**config.mk**
```make
export PLATFORM = sky130hd
export DESIGN_NAME = xmem_route
export DESIGN_NICKNAME = d
export VERILOG_FILES = /design/src/rtl/xmr_pkg.sv /design/src/rtl/xmr_ea_former.sv /design/src/rtl/xmr_region_decode.sv /design/src/rtl/xmem_route.sv
export SDC_FILE = /design/constraint.sdc
export NUM_CORES = 1
export LEC_CHECK = 0
export BUFFER_PORTS_ARGS = -buffer_cell sky130_fd_sc_hd__buf_2
export CORE_MARGIN = 8
export CORE_UTILIZATION = 43
export DETAILED_ROUTE_END_ITERATION = 8
export PLACE_DENSITY = 0.86
export SLEW_MARGIN = 20
export SYNTH_ARGS = -nofsm -noshare
export SYNTH_HDL_FRONTEND = slang
export SYNTH_SLANG_ARGS = --single-unit
```
**constraint.sdc**
```tcl
create_clock -name clk -period 0.8 [get_ports clk]
set_input_delay 0.04 -clock clk [delete_from_list [all_inputs] [get_ports clk]]
set_output_delay 0.04 -clock clk [all_outputs]
set_load 0.005 [all_outputs]
```
**src/rtl/xmr_pkg.sv**
```systemverilog
package xmr_pkg;

    typedef enum logic [1:0] {
        MODE_INT_ONLY     = 2'b00,
        MODE_SPLIT_NOBANK = 2'b01,
        MODE_SPLIT_BANK   = 2'b10,
        MODE_EXT_ONLY     = 2'b11
    } xmr_mode_e;

    typedef enum logic [1:0] {
        ST_IDLE     = 2'b00,
        ST_ONCHIP   = 2'b01,
        ST_OFF_LOW  = 2'b10,
        ST_OFF_FULL = 2'b11
    } xmr_state_e;

endpackage

```
**src/rtl/xmr_ea_former.sv**
```systemverilog
module xmr_ea_former #(
    parameter int BYTE_W = 8,
    parameter int ADDR_W = 16
) (
    input  logic              wide,
    input  logic [BYTE_W-1:0] page,
    input  logic [BYTE_W-1:0] idx,
    input  logic [ADDR_W-1:0] ptr,
    output logic [ADDR_W-1:0] ea
);
    localparam int PAIR_W = 2 * BYTE_W;

    logic [ADDR_W-1:0] short_ea;

    generate
        if (ADDR_W == PAIR_W) begin : g_exact
            assign short_ea = {page, idx};
        end else if (ADDR_W > PAIR_W) begin : g_pad
            assign short_ea = {{(ADDR_W-PAIR_W){1'b0}}, page, idx};
        end else begin : g_trim
            logic [PAIR_W-1:0] pair;
            assign pair     = {page, idx};
            assign short_ea = pair[ADDR_W-1:0];
        end
    endgenerate

    always_comb begin
        ea = wide ? ptr : short_ea;
    end
endmodule

```
**src/rtl/xmr_region_decode.sv**
```systemverilog
module xmr_region_decode
    import xmr_pkg::*;
#(
    parameter int ADDR_W   = 16,
    parameter int ONCHIP_W = 12
) (
    input  logic              valid,
    input  logic              wide,
    input  xmr_mode_e         mode,
    input  logic [ADDR_W-1:0] ea,
    output xmr_state_e        next_state
);
    localparam int HIGH_W = ADDR_W - ONCHIP_W;

    logic below_boundary;
    logic [HIGH_W-1:0] high_part;

    assign high_part      = ea[ADDR_W-1:ONCHIP_W];
    assign below_boundary = (high_part == '0);

    always_comb begin
        next_state = ST_IDLE;
        if (valid) begin
            unique case (mode)
                MODE_INT_ONLY:     next_state = ST_ONCHIP;
                MODE_SPLIT_NOBANK: next_state = below_boundary ? ST_ONCHIP
                                               : (wide ? ST_OFF_FULL : ST_OFF_LOW);
                MODE_SPLIT_BANK:   next_state = below_boundary ? ST_ONCHIP : ST_OFF_FULL;
                MODE_EXT_ONLY:     next_state = ST_OFF_FULL;
            endcase
        end
    end
endmodule

```
**src/rtl/xmem_route.sv**
```systemverilog
module xmem_route
    import xmr_pkg::*;
#(
    parameter int BYTE_W   = 8,
    parameter int ONCHIP_W = 12
) (
    input  logic                  clk,
    input  logic                  rst_n,
    input  logic                  req_valid,
    input  logic                  req_wide,
    input  logic [1:0]            mode,
    input  logic [BYTE_W-1:0]     page_hi,
    input  logic [BYTE_W-1:0]     idx_lo,
    input  logic [2*BYTE_W-1:0]   dptr,
    output logic                  out_valid,
    output logic                  sel_offchip,
    output logic [ONCHIP_W-1:0]   onchip_addr,
    output logic [2*BYTE_W-1:0]   ext_addr,
    output logic                  ext_lo_oe,
    output logic                  ext_hi_oe
);
    localparam int ADDR_W = 2 * BYTE_W;

    xmr_state_e        state_q;
    xmr_state_e        state_d;
    logic [ADDR_W-1:0] ea;
    logic [ADDR_W-1:0] ext_q;
    logic [ONCHIP_W-1:0] onchip_q;

    xmr_ea_former #(.BYTE_W(BYTE_W), .ADDR_W(ADDR_W)) i_ea (
        .wide (req_wide),
        .page (page_hi),
        .idx  (idx_lo),
        .ptr  (dptr),
        .ea   (ea)
    );

    xmr_region_decode #(.ADDR_W(ADDR_W), .ONCHIP_W(ONCHIP_W)) i_dec (
        .valid      (req_valid),
        .wide       (req_wide),
        .mode       (xmr_mode_e'(mode)),
        .ea         (ea),
        .next_state (state_d)
    );

    // State register
    always_ff @(posedge clk or negedge rst_n) begin
        if (!rst_n) state_q <= ST_IDLE;
        else        state_q <= state_d;
    end

    // Output registers, loaded according to the state being entered
    always_ff @(posedge clk or negedge rst_n) begin
        if (!rst_n) begin
            ext_q    <= '0;
            onchip_q <= '0;
        end else begin
            onchip_q <= req_valid ? ea[ONCHIP_W-1:0] : '0;
            unique case (state_d)
                ST_OFF_FULL: ext_q <= ea;
                ST_OFF_LOW:  ext_q <= {{(ADDR_W-BYTE_W){1'b0}}, ea[BYTE_W-1:0]};
                ST_ONCHIP:   ext_q <= '0;
                ST_IDLE:     ext_q <= '0;
            endcase
        end
    end

    assign out_valid   = (state_q != ST_IDLE);
    assign sel_offchip = (state_q == ST_OFF_LOW) || (state_q == ST_OFF_FULL);
    assign ext_lo_oe   = sel_offchip;
    assign ext_hi_oe   = (state_q == ST_OFF_FULL);
    assign onchip_addr = onchip_q;
    assign ext_addr    = ext_q;

    AST_REQ_TO_VALID: assert property (@(posedge clk) disable iff (!rst_n)
        req_valid |=> out_valid);
    AST_IDLE_CLEARS: assert property (@(posedge clk) disable iff (!rst_n)
        !req_valid |=> (!out_valid && ext_addr == '0 && onchip_addr == '0));
    AST_INT_STAYS_ON: assert property (@(posedge clk) disable iff (!rst_n)
        (req_valid && mode == 2'b00) |=> (!sel_offchip && !ext_lo_oe));
    AST_EXT_GOES_OFF: assert property (@(posedge clk) disable iff (!rst_n)
        (req_valid && mode == 2'b11) |=> (sel_offchip && ext_hi_oe));
    AST_NOBANK_HI_FLOAT: assert property (@(posedge clk) disable iff (!rst_n)
        (req_valid && mode == 2'b01 && !req_wide) |=> !ext_hi_oe);
    AST_WIDE_LOW12: assert property (@(posedge clk) disable iff (!rst_n)
        (req_valid && req_wide) |=> (onchip_addr == $past(dptr[ONCHIP_W-1:0])));
    AST_HI_NEEDS_LO: assert property (@(posedge clk) disable iff (!rst_n)
        ext_hi_oe |-> ext_lo_oe);
    AST_ONCHIP_QUIET: assert property (@(posedge clk) disable iff (!rst_n)
        (out_valid && !sel_offchip) |-> (ext_addr == '0));
endmodule

```
==> impl_metrics.tcl, run 1 <==
set metrics [dict create \
    fillerInstances 153 \
    finalWorstSetupSlack_ns -0.354 \
    hold_path_class "primary input to register" \
    synth.most_common_cell "dfrtp_1" \
    drtIter0Drc 107 \
    period_needed_ns 1.15 \
    min_period_over_period 1.44 \
    setup_viol 43 \
    track_usage 0.180 \
    fin_cells 223 \
    violations "negative setup slack" \
    grt_pass1_vias 1264 \
    dieHeight_um 69.6 \
    synthCells 97 \
    finish.utilization 0.761 \
    p_leak_nw 1.09 \
    grt_pass1_wl_um 6790 \
    setup-tns-final_ns -5.90 \
    max_freq_mhz 867 \
    via_per_inst 5.25 \
    start_kind "register" \
    finalMaxSlewViolations 0 \
    powerDensity_nw_per_um2 1720 \
    ys_seq_area_frac 0.608 \
    synthTopCellsByArea "dfrtp_1, mux2i_1, nor4_1" \
    yosysUniqueCellTypes 23 \
    ys_seq_elements 30 \
    crit_required_ns 0.76 \
    hold_viol_final 0 \
    worstMarginPinSlew_ns 0.369 \
    dp_hpwl_um 2790 \
    slew_headroom 0.754 \
    grt_max_degree 31 \
    worstSetupPathType "register to output port" \
    final_nets 229 \
    postRouteWirelength_um 4320 \
    vias 1171 \
    avgSynthCellArea_um2 12.7 \
    coreArea_um2 2730 \
    start_util 0.452 \
    placed_cells 203 \
    whs_path_depth 3 \
    portBuffers 69 \
    cap_viol_max_count 0 \
    pre_cts_ws_ns -0.554 \
    synth_fp_nets 135 \
    synth_top_cell_by_area "dfrtp_1" \
    clkTransAtPathRegs_ns 0.09 \
    synth-warning-count 0 \
    antenna_found_initial 0 \
    cts_buffer_depth 2 \
    cts_tree "built" \
    synth_top_area_frac 0.608 \
    ant_nets 0 \
    synth_area_um2 1230 \
    total_power_mw 3.57 \
    synthArstFlopShare 1.00 \
    crit_path_end_kind "output port" \
    holdWs_ns 0.0175 \
    placed_cell_area_um2 1690 \
    crit_fanout 2 \
    synth-edff-count 0 \
    die-area_um2 4840 \
    boundaryPins 70 \
    synthTopCellsByCount "dfrtp_1, mux2i_1, nor2_1" \
    route.detailed.drc 0 \
    ys.flop_type "dfrtp_1" \
    syn_to_final_growth_pct 68.4 \
    detail_route.first_pass.iterations 4 \
    die-width_um 69.6 \
    rsz0062_at_grt "yes" \
    cts_htree_levels 2 \
    ctsRootBufferMaster "clkbuf_4" \
    antenna-diode-count 0 \
    arrival_ns 1.11 \
    final_cell_area_um2 2080 \
    status "finished, violations left" \
    cts-buffers-inserted 5 \
    gp_congestion 0.897 \
    overflow 0 \
    peakVddDrop_v 0.00177 \
    cts_num_sinks 30 \
    wl_per_cell_um 19.4 \
    rows 19 \
    drive_gt1_frac 0.578 \
]
power by group:
part           switching [mW]  leakage (nW)  internal (mW)  total, mW
clock network           0.525        0.0450          0.647       1.17
registers              0.0290         0.393           1.61       1.64
logic                   0.367         0.648          0.391      0.758
total                   0.921          1.09           2.65       3.57
cells in the final DEF (no fill, tap or decap), types with 2 or more instances in the layout:
cell type      instances
buf_4                 13
clkbuf_4               5
nor4_2                 5
a21boi_0               2
dlygate4sd3_1         10
dfrtp_1               30
mux2i_1               14
nor4_4                 3
clkinv_2               2
buf_6                 12
inv_1                  3
buf_2                 58
a211oi_1               4
nor2_1                12
worst max-delay path: stages, from the launching register on:
cell and delay, ns:
dfrtp_1 0.42, buf_6 0.13, and2_4 0.13, buf_6 0.11
metal layers:
metal / track usage / wire [um] / vias to the layer above
li1: - / - / 535
met1: 0.190 / 1550 / 568
met2: 0.296 / 2300 / 53
met3: 0.0615 / 298 / 15
met4: 0.123 / 177 / 0
met5: 0 / 0 / -
state kept, by name, summed over array words and instances, names as in the netlist:
register / count
state_q: 2
onchip_addr: 12
ext_addr: 16
cell type report:
cell class              instances  area (um^2)  share of cell area
clock inverters                 3         40.0              0.0193
repair buffers                 94          636               0.306
multi-input cells              56          562               0.270
flip-flops and latches         30          751               0.361
inverters                       4         15.0             0.00722
well taps                      31         38.8              0.0187
clock buffers                   5         37.5              0.0181
path summary, 6_finish.rpt:
check | from | to | slack, ns
min in group asynchronous | rst_n | ext_addr[12] | 0.24
max in group asynchronous | rst_n | onchip_addr[1] | 0.29
max | state_q[1] | ext_hi_oe | -0.35
min | idx_lo[1] | onchip_addr[1] | 0.02
what timing repair did:
| item | 4_1_cts | 5_1_grt |
|---|---|---|
| buffers inserted | 1 | 2 |
| gates resized for setup | 20 | 18 |
| hold endpoints to repair | 36 | 0 |
| hold buffers | 11 | 0 |
| cloned | 1 | 0 |
| setup endpoints to repair | 49 | 47 |
| pin swaps | 3 | 6 |
cells by family (layout without fill, tap and decap cells):
logic type	Yosys count	count (layout)	share of synthesized area
DFF	30	30	0.608
and+or+nand+nor	26	26	0.105
AOI/OAI and AO/OA	13	13	0.109
muxes	16	16	0.130
buffers and inverters	11	106	0.0395
adders and majority gates	1	1	0.00811
Power figures use the tool's default switching activity.
==> run 2: changes to the inputs <==
--- a/config.mk
+++ b/config.mk
@@ -9,4 +9,5 @@
 export CORE_MARGIN = 8
 export CORE_UTILIZATION = 43
+export CTS_CLUSTER_DIAMETER = 80
 export DETAILED_ROUTE_END_ITERATION = 8
 export PLACE_DENSITY = 0.86
==> constraint.sdc (replaced) <==
create_clock -name clk -period 0.8 [get_ports clk]
set_input_delay 0.04 -clock clk [delete_from_list [all_inputs] [get_ports clk]]
set_output_delay 0.04 -clock clk [all_outputs]
set_load 0.05 [all_outputs]
==> run 2 against run 1 <==
The run still ends with negative setup slack left. Core utilization is 9.4 points higher. Non-clock buffer count is 1 lower. Die area stayed put. Sequential cell count unchanged. Cell area up 12%. Combinational power rose by 77%. Sequential share of layout area decreased by 4.0 points. Critical path depth decreased by 1. First-iteration DRC count is 2.8% lower. Worst setup slack worse by 0.030 ns. Fmax decreased by 2.5%. Critical endpoint is now out_valid. Largest cell class is now buffers.
==> impl_metrics.tcl, run 2 (synthesis results as in run 1) <==
set metrics [dict create \
    status "finished, violations left" \
    violations "negative setup slack" \
    postRouteWirelength_um 5650 \
    clkTransAtPathRegs_ns 0.09 \
    antenna-diode-count 0 \
    start_kind "register" \
    route.detailed.drc 0 \
    setup_viol 49 \
    dp_hpwl_um 2660 \
    drive_gt1_frac 0.581 \
    min_period_over_period 1.48 \
    p_leak_nw 1.11 \
    crit_required_ns 0.76 \
    finalMaxSlewViolations 0 \
    hold_end "onchip_addr[0]" \
    coreArea_um2 2730 \
    p_seq_frac 0.418 \
    max_freq_mhz 845 \
    worstSetupPathType "register to output port" \
    hold_path_class "primary input to register" \
    drtIter0Drc 104 \
    wl_per_cell_um 25.5 \
    p_sw_mw 1.42 \
    grt_max_degree 31 \
    via_per_inst 5.67 \
    cts_buffer_depth 2 \
    portBuffers 69 \
    ant_nets 0 \
    cap_viol_max_count 0 \
    p_clk_frac 0.247 \
    finish.utilization 0.854 \
    swShare 0.355 \
    arrival_ns 1.14 \
    syn_to_final_growth_pct 89.2 \
    crit_fanout 3 \
    max_stage_delay_ns 0.42 \
    worstMarginPinSlew_ns 0.422 \
    largest_reg_flops 16 \
    internal_power_mw 2.58 \
    crit_path_end_kind "output port" \
    boundaryPins 70 \
    track_usage 0.184 \
    period_needed_ns 1.18 \
    grt_pass1_vias 1333 \
    vias 1259 \
    most-common-layout-cells "buf_6, dfrtp_1, buf_2" \
    crit_family "flip-flops" \
    gp_congestion 0.859 \
    final_nets 228 \
    overflow 0 \
    cts_setup_buffers 0 \
    cpMaxStageDelayCell "dfrtp_1" \
    finalWorstSetupSlack_ns -0.383 \
    hold_viol_final 0 \
    min-delay-start "dptr[0]" \
    detail_route.first_pass.iterations 5 \
    powerDensity_nw_per_um2 1710 \
    rows 19 \
    grt_pass1_wl_um 7160 \
    path_buf_inv 1 \
    whs_path_depth 3 \
    cts-buffers-inserted 5 \
    die-area_um2 4840 \
    placed_cell_area_um2 1690 \
    final_cell_area_um2 2340 \
    antenna_found_initial 0 \
    worstPathCellList "or2_4 -> buf_8" \
    dieHeight_um 69.6 \
    cts_tree "built" \
    ctsRootBufferMaster "clkbuf_4" \
    final_common_cell "buf_6" \
    cts_num_sinks 30 \
    cts_htree_levels 2 \
    start_util 0.452 \
    slew_headroom 0.718 \
    peakVddDrop_v 0.00172 \
    rsz0062_at_grt "yes" \
    die-width_um 69.6 \
    combPwrFrac 0.335 \
    startpoint "state_q[1]" \
]
## run 2: worst max-delay path by stage
stage / end / slack, ns / cells past startpoint
2_1_floorplan: ext_addr[0] / -0.45 / 4
3_3_place_gp: ext_addr[0] / -0.52 / 5
3_5_place_dp: ext_addr[7] / -0.54 / 5
4_1_cts: out_valid / -0.36 / 2
5_1_grt: out_valid / -0.41 / 2
6_report: out_valid / -0.38 / 2
## run 2: cell type report
class	count	area, um^2
flip-flops and latches	30	751
fillers	106	398
clock buffers	6	51.3
repair buffers	93	866
multi-input cells	56	602
inverters	4	15.0
well taps	31	38.8
clock inverters	2	12.5
## run 2: what timing repair did
action | in CTS | in global routing
endpoints found under the setup margin | 49 | 51
pin swaps | 2 | 7
gates cloned | 0 | 1
endpoints found under the hold margin | 39 | 0
hold buffers | 18 | 0
gates resized for setup | 71 | 42
## run 2: metal layers
layer  part of all wire  track usage  vias up
met5                  0            0        -
met2               0.53        0.334       84
met4              0.044       0.0866        0
met1               0.35        0.195      622
li1                   -            -      533
met3              0.071       0.0429       20
## run 2: power groups by stage
stage	sequential, mW	clock [mW]	combinational (mW)
floorplan	1.99	0	0.287
global placement	1.66	0	0.912
detailed placement	1.67	0	0.929
CTS	1.66	0.953	1.15
global route	1.68	1.06	1.39
finish	1.67	0.987	1.34
## run 2: through the flow
step	power [mW]	worst slack (ns)	hold WS, ns	instances	TNS (ns)
2_1_floorplan	2.28	-0.448	-0.256	97	-6.31
3_3_place_gp	2.57	-0.521	-0.00352	200	-8.87
3_5_place_dp	2.60	-0.535	-0.000278	200	-9.45
4_1_cts	3.76	-0.364	0.00230	226	-5.86
5_1_grt	4.13	-0.408	0.0229	222	-8.51
6_report	4.00	-0.383	0.00191	222	-7.70
